<file path="src/rtl/sbs_pkg.sv">
package sbs_pkg;
  localparam int VAL_W  = 8;
  localparam int LFSR_W = VAL_W + 1;
  localparam int TAP_LO = 4;
  localparam logic [LFSR_W-1:0] SEED_FALLBACK = '1;

  // One step of the x^9 + x^5 + 1 sequence, shifting toward the MSB.
  function automatic logic [LFSR_W-1:0] lfsr_next(input logic [LFSR_W-1:0] s);
    return {s[LFSR_W-2:0], s[LFSR_W-1] ^ s[TAP_LO]};
  endfunction

  // The all-zero state locks the sequence, so it is mapped to a fixed start.
  function automatic logic [LFSR_W-1:0] seed_fix(input logic [LFSR_W-1:0] s);
    return (s == '0) ? SEED_FALLBACK : s;
  endfunction

  // Stream bit: strict unsigned less-than.
  function automatic logic level_hit(input logic [VAL_W-1:0] rnd,
                                     input logic [VAL_W-1:0] lvl);
    return rnd < lvl;
  endfunction
endpackage

</file>
<file path="src/rtl/sbs_lfsr.sv">
module sbs_lfsr
  import sbs_pkg::*;
#(
  parameter logic [LFSR_W-1:0] SEED = 9'h0B3
) (
  input  logic              clk,
  input  logic              rst_n,
  input  logic              reseed,
  input  logic              advance,
  output logic [LFSR_W-1:0] state_o
);
  localparam logic [LFSR_W-1:0] START = seed_fix(SEED);

  logic [LFSR_W-1:0] state_q;

  always_ff @(posedge clk or negedge rst_n) begin
    if (!rst_n)       state_q <= START;
    else if (reseed)  state_q <= START;
    else if (advance) state_q <= lfsr_next(state_q);
  end

  assign state_o = state_q;


  lfsr_nonzero_chk: assert property (@(posedge clk) disable iff (!rst_n)
    state_q != '0);

  lfsr_shift_chk: assert property (@(posedge clk) disable iff (!rst_n)
    advance && !reseed |=> state_q[LFSR_W-1:1] == $past(state_q[LFSR_W-2:0]));

  lfsr_reseed_chk: assert property (@(posedge clk) disable iff (!rst_n)
    reseed |=> state_q == START);
endmodule

</file>
<file path="src/rtl/sbs_level_cmp.sv">
module sbs_level_cmp
  import sbs_pkg::*;
(
  input  logic             clk,
  input  logic             rst_n,
  input  logic             capture,
  input  logic             clear,
  input  logic [VAL_W-1:0] level_i,
  input  logic [VAL_W-1:0] rnd_i,
  input  logic             active_i,
  output logic             hit_o
);
  logic [VAL_W-1:0] level_q;
  logic             raw_hit;

  always_ff @(posedge clk or negedge rst_n) begin
    if (!rst_n)       level_q <= '0;
    else if (clear)   level_q <= '0;
    else if (capture) level_q <= level_i;
  end

  assign raw_hit = level_hit(rnd_i, level_q);
  assign hit_o   = active_i & raw_hit;


  idle_low_chk: assert property (@(posedge clk) disable iff (!rst_n)
    !active_i |-> !hit_o);

  zero_level_chk: assert property (@(posedge clk) disable iff (!rst_n)
    level_q == '0 |-> !hit_o);

  level_hold_chk: assert property (@(posedge clk) disable iff (!rst_n)
    !capture && !clear |=> $stable(level_q));
endmodule

</file>
<file path="src/rtl/sbs_len_ctr.sv">
module sbs_len_ctr #(
  parameter int STREAM_LEN = 256
) (
  input  logic clk,
  input  logic rst_n,
  input  logic start,
  input  logic stop,
  output logic active_o,
  output logic last_o
);
  localparam int CNT_W = (STREAM_LEN > 1) ? $clog2(STREAM_LEN) : 1;
  localparam logic [CNT_W-1:0] CNT_LAST = CNT_W'(STREAM_LEN - 1);

  logic [CNT_W-1:0] cnt_q;
  logic             active_q;

  assign last_o = active_q && (cnt_q == CNT_LAST);

  always_ff @(posedge clk or negedge rst_n) begin
    if (!rst_n) begin
      active_q <= 1'b0;
      cnt_q    <= '0;
    end else if (stop) begin
      active_q <= 1'b0;
      cnt_q    <= '0;
    end else if (start) begin
      active_q <= 1'b1;
      cnt_q    <= '0;
    end else if (active_q) begin
      if (last_o) begin
        active_q <= 1'b0;
        cnt_q    <= '0;
      end else begin
        cnt_q <= cnt_q + 1'b1;
      end
    end
  end

  assign active_o = active_q;


  len_bound_chk: assert property (@(posedge clk) disable iff (!rst_n)
    cnt_q <= CNT_LAST);

  start_run_chk: assert property (@(posedge clk) disable iff (!rst_n)
    start && !stop |=> active_q);

  end_idle_chk: assert property (@(posedge clk) disable iff (!rst_n)
    last_o && !start && !stop |=> !active_q);

  stop_idle_chk: assert property (@(posedge clk) disable iff (!rst_n)
    stop |=> !active_q);
endmodule

</file>
<file path="src/rtl/sbs_gen.sv">
module sbs_gen
  import sbs_pkg::*;
#(
  parameter logic [LFSR_W-1:0] SEED       = 9'h0B3,
  parameter int                STREAM_LEN = 256
) (
  input  logic             clk,
  input  logic             rst_n,
  input  logic             load_i,
  input  logic             clear_i,
  input  logic [VAL_W-1:0] level_i,
  output logic             bit_o,
  output logic             valid_o
);
  logic              start_w;
  logic              reseed_w;
  logic              active_w;
  logic              last_w;
  logic              advance_w;
  logic [LFSR_W-1:0] state_w;
  logic              hit_w;

  assign start_w   = load_i & ~clear_i;
  assign reseed_w  = load_i | clear_i;
  assign advance_w = active_w;

  sbs_len_ctr #(.STREAM_LEN(STREAM_LEN)) len_i (
    .clk      (clk),
    .rst_n    (rst_n),
    .start    (start_w),
    .stop     (clear_i),
    .active_o (active_w),
    .last_o   (last_w)
  );

  sbs_lfsr #(.SEED(SEED)) lfsr_i (
    .clk     (clk),
    .rst_n   (rst_n),
    .reseed  (reseed_w),
    .advance (advance_w),
    .state_o (state_w)
  );

  sbs_level_cmp cmp_i (
    .clk      (clk),
    .rst_n    (rst_n),
    .capture  (start_w),
    .clear    (clear_i),
    .level_i  (level_i),
    .rnd_i    (state_w[VAL_W-1:0]),
    .active_i (active_w),
    .hit_o    (hit_w)
  );

  assign bit_o   = hit_w;
  assign valid_o = active_w;


  last_valid_chk: assert property (@(posedge clk) disable iff (!rst_n)
    last_w |-> valid_o);

  clear_out_chk: assert property (@(posedge clk) disable iff (!rst_n)
    clear_i |=> !valid_o && !bit_o);
endmodule

</file>
<file path="config.mk">
export PLATFORM = sky130hd
export DESIGN_NAME = sbs_gen
export DESIGN_NICKNAME = d
export VERILOG_FILES = /design/src/rtl/sbs_pkg.sv /design/src/rtl/sbs_lfsr.sv /design/src/rtl/sbs_level_cmp.sv /design/src/rtl/sbs_len_ctr.sv /design/src/rtl/sbs_gen.sv
export SDC_FILE = /design/constraint.sdc
export NUM_CORES = 1
export LEC_CHECK = 0
export ABC_AREA = 1
export CORE_MARGIN = 2
export CORE_UTILIZATION = 30
export DETAILED_ROUTE_END_ITERATION = 8
export DONT_BUFFER_PORTS = 1
export HOLD_SLACK_MARGIN = 0.15
export PLACE_DENSITY = 0.43
export SLEW_MARGIN = 20
export SYNTH_ARGS = -nofsm -noshare
export SYNTH_HDL_FRONTEND = slang
export SYNTH_SLANG_ARGS = --single-unit
export TNS_END_PERCENT = 20
</file>
<file path="constraint.sdc">
create_clock -name clk -period 1.9 [get_ports clk]
set_clock_uncertainty 0.1 [all_clocks]
set_input_delay 0.285 -clock clk [delete_from_list [all_inputs] [get_ports clk]]
set_output_delay 0.285 -clock clk [all_outputs]
set_load 0.05 [all_outputs]
</file>
Word-level counts from Yosys, hierarchy flattened
Index checks and enable logic that the tools add are counted.
- multiplexer cells: 12
- bitwise logic cells: 5
- $add $sub $neg: 1
- equality and inequality tests: 1
- $lt $le $gt $ge: 1
- reduce and logical (&&, ||, !) cells: 4
- operators by type and width (cell ; number):
    8-bit two-way mux ; 6
    9-bit two-way mux ; 2
    8-bit by 1-bit adder with 8-bit output, second input constant ; 1
    8-bit == test, second input constant ; 1
    8-bit less-than comparator ; 1
    1-bit two-way mux ; 4
    2-bit nonzero test ; 2
    3-bit nonzero test ; 1
    1-bit bitwise AND ; 2
    1-bit logical AND ; 1
    1-bit inverter ; 1
    1-bit OR ; 1
    1-bit XOR ; 1
- register bits: 26
- output and inout port bits: 2
- word-level logic and storage cells: 28
- input bits: 12

Longest topological paths before layout
Gate-level depths: netlist (run 1).
- depth in word-level cells: 6
- depth in mapped cells: 9
- depth with buffers taken out: 9

Cells and area by module
Synthesis (run 1) repeated with hierarchy kept, for this count alone.
- cell total of the unflattened synthesis: 176
- area total of the unflattened synthesis: 1466.4 um^2
- modules (own cells, without submodules) (module ; seq. area each (um^2) ; cells each ; area each (um^2) ; times used):
    sbs_level_cmp ; 200.2 ; 62 ; 538.0 ; 1
    sbs_len_ctr ; 225.2 ; 67 ; 508.0 ; 1
    sbs_lfsr ; 231.5 ; 43 ; 405.4 ; 1
    sbs_gen ; 0.0 ; 4 ; 15.0 ; 1

Worst setup path after synthesis (run 1)
Ideal clock, no wire load.
- path kind: register to output
- from: register lfsr_i.state_q[7], in the netlist lfsr_i.state_o[7]
- to: output port bit_o
- arrival: 1.680 ns
- slack: -0.165 ns
- cell stages (with the launch flop): 6
- data required time: 1.515 ns
- buffers on the path: 0
- cells stage by stage: dfstp_2 -> ha_1 -> a21oi_1 -> o21a_1 -> nand2_1 -> nor2_1
- word-level cells in the longest chain between the ends: 2
- ends and longest elaborated chain (what ; line ; source):
    from (decl) ; sbs_lfsr.sv:14 ; logic [LFSR_W-1:0] state_q;
    from (signal assigned) ; sbs_lfsr.sv:19 ; else if (advance) state_q <= lfsr_next(state_q);
    8-bit less-than comparator ; sbs_pkg.sv:20 ; return rnd < lvl;
    1-bit bitwise AND ; sbs_level_cmp.sv:23 ; assign hit_o = active_i & raw_hit;
    to (decl) ; sbs_gen.sv:12 ; output logic bit_o,
No other way between the ends.

Final worst setup path (run 1)
- from: register lfsr_i.state_q[1], in the netlist lfsr_i.state_o[1]
- to: output port bit_o
Same word-level chain as after synthesis.

==> qor.yml, run 1 <==
status:
  status: "complete, but fails checks"
  violations: "setup timing"
grt:
  grt_usage_pct: 12.4
  grt_pass1_vias: 1105
  antenna_found_initial: 0
  grt_overflow_total: 0
  grt_pass1_wl_mm: 5.00
  grt_max_degree: 27
finish:
  fin_util_pct: 38.4
  drive_above_1_share_pct: 14.6
  ff_latch_area_um2: 657
  n_antenna_cell: 0
  nFillCells: 460
  fin_nets: 192
  multiInputGateArea_um2: 604
  areaGrowthSynthToFinish_pct: 23.8
  fin_area_um2: 1660
yosys:
  yosys_register_bits: 26
  syn_nets: 173
  synthCells: 153
  synth_sequential_area_ratio_pct: 49.0
  ys_warn_count: 0
  synth_area_per_cell_um2: 8.77
  syn_area_um2: 1340
  synth.distinct_cells: 24
timing:
  final_max_slew_viol_count: 0
  rsz0062_at_grt: "true"
  max_freq_mhz: 496
  hold_ws_ps: 224
  finalSetupViolCount: 1
  relSlewSlack_pct: 71.8
  setup_ws_ps: -116
  period_share_pct: 106
  final_hold_viol_count: 0
  worstMarginPinSlew_ps: 422
  period_minus_slack_ps: 2020
clocking:
  cts_sinks: 26
  post-cts-setup-buffer-count: 0
  path_clk_slew_ps: 100
  cts_tree: "yes"
  numCtsBuffers: 3
  cts_root_buf: "clkbuf_8"
  clockBufferDepth: 2
  clk_latency_ps: 270
  cts_max_level: 1
flow_run:
  maxCapViolations: 0
hold_path:
  min_to: "cmp_i.level_q[5]"
  hp-class: "in2reg"
  hold_depth: 3
  hold_start: "clear_i"
worst_setup_path:
  endpoint_kind: "primary output"
  cp_top_family: "flip-flops"
  critPathLaunch: "lfsr_i.state_o[1]"
  crit_type: "reg2out"
  crit_buf_inv: 1
  slowest_delay_ps: 540
  arrival_ps: 1630
  rr_endpoint: "len_i.cnt_q[7]"
  path_cells: "ha_1 -> nand2_1 -> nand2_1 -> nand2_1 -> nand2_1 -> nand2_1 -> nand2_2 -> nor2_4 -> buf_12"
  critical_path_required_ps: 1510
  cp_max_fo: 2
  rr_startpoint: "len_i.cnt_q[0]"
  crit_slowest_cell: "dfstp_2"
  worst_r2r_path_depth: 8
  cp-start-kind: "register"
  cpMostUsedCell: "nand2_1"
  rrSetupSlack_ps: 440
place:
  place_area_um2: 1430
  place_ws_ps: 77.5
  dpl.hpwl_mm: 2.07
  gp_routability_congestion: 0.776
  portBuffers: 0
floorplanning:
  die-area_um2: 5020
  die_h_um: 70.9
  start_util_pct: 31.0
  die_x_um: 70.9
  ios: 14
  fp.coreArea_um2: 4320
  rows: 24
route:
  antenna_left: 0
  drt_first_pass_iters: 4
  num_vias: 1040
  wl_mm: 2.87
  route.detailed.drc: 0
  drt_iter0_markers: 57
  viasPerCell: 4.66
  wire_per_inst_um: 12.9
power_and_ir_drop:
  combinationalPowerShare_pct: 13.8
  power_frac_clock_pct: 33.4
  power_leakage_nw: 0.776
  switchingPower_uw: 282
  power_frac_seq_pct: 52.9
  intPower_uw: 820
  switching_share_pct: 25.6
  ir_drop_mv: 0.326
  power_density_nw_per_um2: 663
  p_total_mw: 1.10
placed cells by master, fill, tap and decap left out, types with 2 or more instances in the layout:
master         synthesis  routed
dfstp_2                5       5
ha_4                   0       2
buf_12                 0       2
dfrtp_1               21      21
nor2_1                 9       8
a21oi_2                1       3
inv_1                 27      27
dlygate4sd3_1          0      12
a22oi_1                4       4
clkbuf_8               0       4
o22ai_1                4       4
a21oi_1                5       3
nand3_1               13      13
o21ai_0               12      12
nand2_1               32      31
nor2_4                 1       2
ha_1                   8       6
routing by layer:
metal  vias up  routed length, um  track usage, %
met4         0                 25            3.14
li1        536                  -               -
met5         -                  0               0
met3         2                 94            3.56
met2        15               1400            20.8
met1       487               1350            15.9
per-stage QoR:
| stage | TNS (ps) | std cells |
|---|---|---|
| finish | -116 | 223 |
| global route | -209 | 223 |
| CTS | -179 | 223 |
| detailed placement | 0 | 206 |
| global placement | 0 | 206 |
| floorplan | 0 | 153 |
synthesized netlist by cell type:
library cell  number  area, um^2
a21oi_2            1        8.76
a22oi_1            4        30.0
a21oi_1            5        25.0
buf_6              1        11.3
o21a_1             1        7.51
ha_1               8         100
a22o_1             1        8.76
dfstp_2            5         131
o22ai_1            4        25.0
o21ai_0           12        60.1
nand2_1           32         120
xnor2_1            1        8.76
a32oi_1            1        8.76
nand2_4            1        11.3
xor2_1             1        8.76
inv_2              1        3.75
inv_4              1        6.26
nand3_1           13        65.1
nor2_4             1        11.3
nor2_1             9        33.8
dfrtp_1           21         526
nor2_8             1        20.0
inv_1             27         101
o21ai_2            1        8.76
tightest hold or removal path, cell delays in order:
cell and delay (ps):
inv_1 110, nand3_1 90, o21ai_0 70
flip-flops by register name, indices dropped and copies added (netlist names):
name / cells
lfsr_i.state_o: 9
cmp_i.level_q: 8
len_i.cnt_q: 8
len_i.active_o: 1
worst max path at each step:
| stage | end | slack (ps) | depth (start not counted) |
|---|---|---|---|
| final | bit_o | -120 | 9 |
| after global routing | bit_o | -210 | 9 |
| after CTS | bit_o | -180 | 6 |
| after detailed placement | bit_o | 80 | 6 |
| after global placement | bit_o | 130 | 6 |
| after floorplan | bit_o | 60 | 5 |
power by group through the flow:
stage               combinational, mW  sequential, mW  clock (mW)
finish                          0.152           0.582       0.368
global route                    0.170           0.585       0.417
CTS                             0.150           0.582       0.382
detailed placement              0.104           0.593           0
global placement                0.101           0.592           0
floorplan                      0.0753           0.596           0
cell type report:
type / instances / area share, %
clock buffers: 4 / 3.32
inverters: 29 / 6.71
multi-input cells: 97 / 36.4
flip-flops and latches: 26 / 39.6
well taps: 52 / 3.92
repair buffers: 15 / 10.1
cells by family (layout without fill, tap and decap cells):
| group | count (synthesis) | in the layout | share of synthesized area [%] |
|---|---|---|---|
| simple gates | 57 | 57 | 19.5 |
| compound gates | 30 | 30 | 13.6 |
| buf+inv | 30 | 48 | 9.14 |
| flops | 26 | 26 | 49.0 |
| fa+ha+maj | 8 | 8 | 7.46 |
| xor+xnor | 2 | 2 | 1.31 |
what timing repair did:
item | 4_1_cts | 5_1_grt
gates cloned | 0 | 0
hold buffers | 13 | 0
endpoints found under the hold margin | 37 | 0
endpoints found under the setup margin | 1 | 1
resized for setup | 3 | 3
pin swaps | 4 | 5
No activity file was read; power rests on OpenSTA's default activity.
==> inputs of run 2 (changes only) <==
CTS_BUF_LIST = sky130_fd_sc_hd__clkbuf_4   (was default)
==> run 2 against run 1 <==
The run still ends with setup timing left. Critical path depth fell by 3. Clock power fell by 32%. Clock-buffer cell count is 1 lower. First-iteration DRC count up 18%. Sequential power about the same. Combinational power about the same. Utilization fell by 0.67 points. Power down 11%.
==> qor.yml, run 2 (same netlist as run 1, synthesis figures left out) <==
worst_setup_path:
  arrival_ps: 1680
  cp_max_fo: 2
  cp_top_family: "flip-flops"
  crit_buf_inv: 1
  critical_path_required_ps: 1510
  slowest_delay_ps: 580
  crit_slowest_cell: "dfstp_2"
  endpoint_kind: "primary output"
  crit_type: "reg2out"
  cp-start-kind: "register"
  path_cells: "ha_4 -> a21oi_2 -> o21a_1 -> nand2_2 -> nor2_4 -> buf_12"
status:
  status: "complete, but fails checks"
  violations: "setup timing"
route:
  antenna_left: 0
  wl_mm: 2.81
  wire_per_inst_um: 12.6
  route.detailed.drc: 0
  drt_first_pass_iters: 4
  viasPerCell: 4.64
  drt_iter0_markers: 67
  num_vias: 1034
timing:
  worstMarginPinSlew_ps: 426
  rsz0062_at_grt: "true"
  final_hold_viol_count: 0
  final_max_slew_viol_count: 0
  period_share_pct: 109
  period_minus_slack_ps: 2070
  relSlewSlack_pct: 71.5
  finalSetupTns_ps: -169
  max_freq_mhz: 483
  setup_ws_ps: -169
  finalSetupViolCount: 1
clocking:
  clockBufferDepth: 2
  path_clk_slew_ps: 150
  cts_tree: "yes"
  numCtsBuffers: 3
  clk_latency_ps: 320
  cts_max_level: 1
  cts_root_buf: "clkbuf_4"
  cts_sinks: 26
power_and_ir_drop:
  power_density_nw_per_um2: 603
  power_leakage_nw: 0.762
  ir_drop_mv: 0.349
  p_total_uw: 983
finish:
  areaGrowthSynthToFinish_pct: 21.6
  drive_above_1_share_pct: 14.0
  nFillCells: 466
  largest_reg_flops: 9
  fin_nets: 192
  n_antenna_cell: 0
  fin_util_pct: 37.7
  mostFrequentLayoutCells: "nand2_1, inv_1, dfrtp_1"
  layout_commonest_cell: "nand2_1"
place:
  dpl.hpwl_mm: 2.07
  portBuffers: 0
  gp_routability_congestion: 0.776
hold_path:
  hp-class: "in2async"
flow_run:
  maxCapViolations: 0
floorplanning:
  start_util_pct: 31.0
  fp.coreArea_um2: 4320
  rows: 24
  ios: 14
  die-area_um2: 5020
  die_x_um: 70.9
  die_h_um: 70.9
grt:
  grt_max_degree: 27
  antenna_found_initial: 0
  grt_pass1_vias: 1094
  grt_usage_pct: 12.4
  grt_pass1_wl_mm: 4.99
  grt_overflow_total: 0
## run 2: power by group
group | internal (mW) | leakage (nW) | switching [mW]
Clock | 0.0771 | 0.0154 | 0.173
Combinational | 0.0613 | 0.409 | 0.0896
Sequential | 0.574 | 0.338 | 0.00908
## run 2: worst register-to-register path: cells and delay by family, from the launching register on
family / cells / cell delay (ps)
AO/OA/AOI/OAI: 1 / 100
adder cells (fa/ha/maj): 1 / 250
buffers and inverters: 1 / 70
flip-flops: 1 / 460
AND/OR/NAND/NOR: 5 / 430
## run 2: final timing paths
path	startpoint	to	slack (ps)	depth (start not counted)
setup / recovery	lfsr_i.state_o[7]	bit_o	-170	6
hold / removal	rst_n	cmp_i.level_q[2]	260	2
setup reg to reg	len_i.cnt_q[0]	len_i.cnt_q[7]	430	8
hold reg to reg	cmp_i.level_q[0]	cmp_i.level_q[0]	400	2
max in group asynchronous	rst_n	lfsr_i.state_o[0]	1200	2
min in group clk	cmp_i.level_q[0]	cmp_i.level_q[0]	400	2
## run 2: per-layer routing
layer	vias to the layer above	track usage (%)	share of wire, %
met5	-	0	0
met4	0	3.14	0.89
met3	2	3.56	3.8
met2	17	20.4	47
met1	480	16.1	48
li1	535	-	-
## run 2: repair_timing
| item | in CTS | in global routing |
|---|---|---|
| gates resized for setup | 2 | 4 |
| setup endpoints to repair | 1 | 1 |
| setup buffers | 0 | 0 |
| hold endpoints to repair | 37 | 0 |
| pin swaps | 4 | 5 |
| hold buffers | 13 | 0 |
## run 2: final cells by class
| class | instances | area (um^2) | area share, % |
|---|---|---|---|
| Sequential cell | 26 | 657 | 40.3 |
| Clock inverter | 1 | 3.75 | 0.230 |
| Timing Repair Buffer | 15 | 168 | 10.3 |
| Multi-Input combinational cell | 97 | 604 | 37.0 |
| Clock buffer | 3 | 22.5 | 1.38 |
| Tap cell | 52 | 65.1 | 3.99 |
| Inverter | 29 | 111 | 6.83 |
## run 2: through the flow
stage          area (um^2)  worst slack (ps)  hold slack, ps  cells
2_1_floorplan         1340              58.1            -111    153
3_3_place_gp          1430               127            -110    206
3_5_place_dp          1430              77.5            -110    206
4_1_cts               1610              -258             253    223
5_1_grt               1630              -272             254    223
6_report              1630              -169             264    223
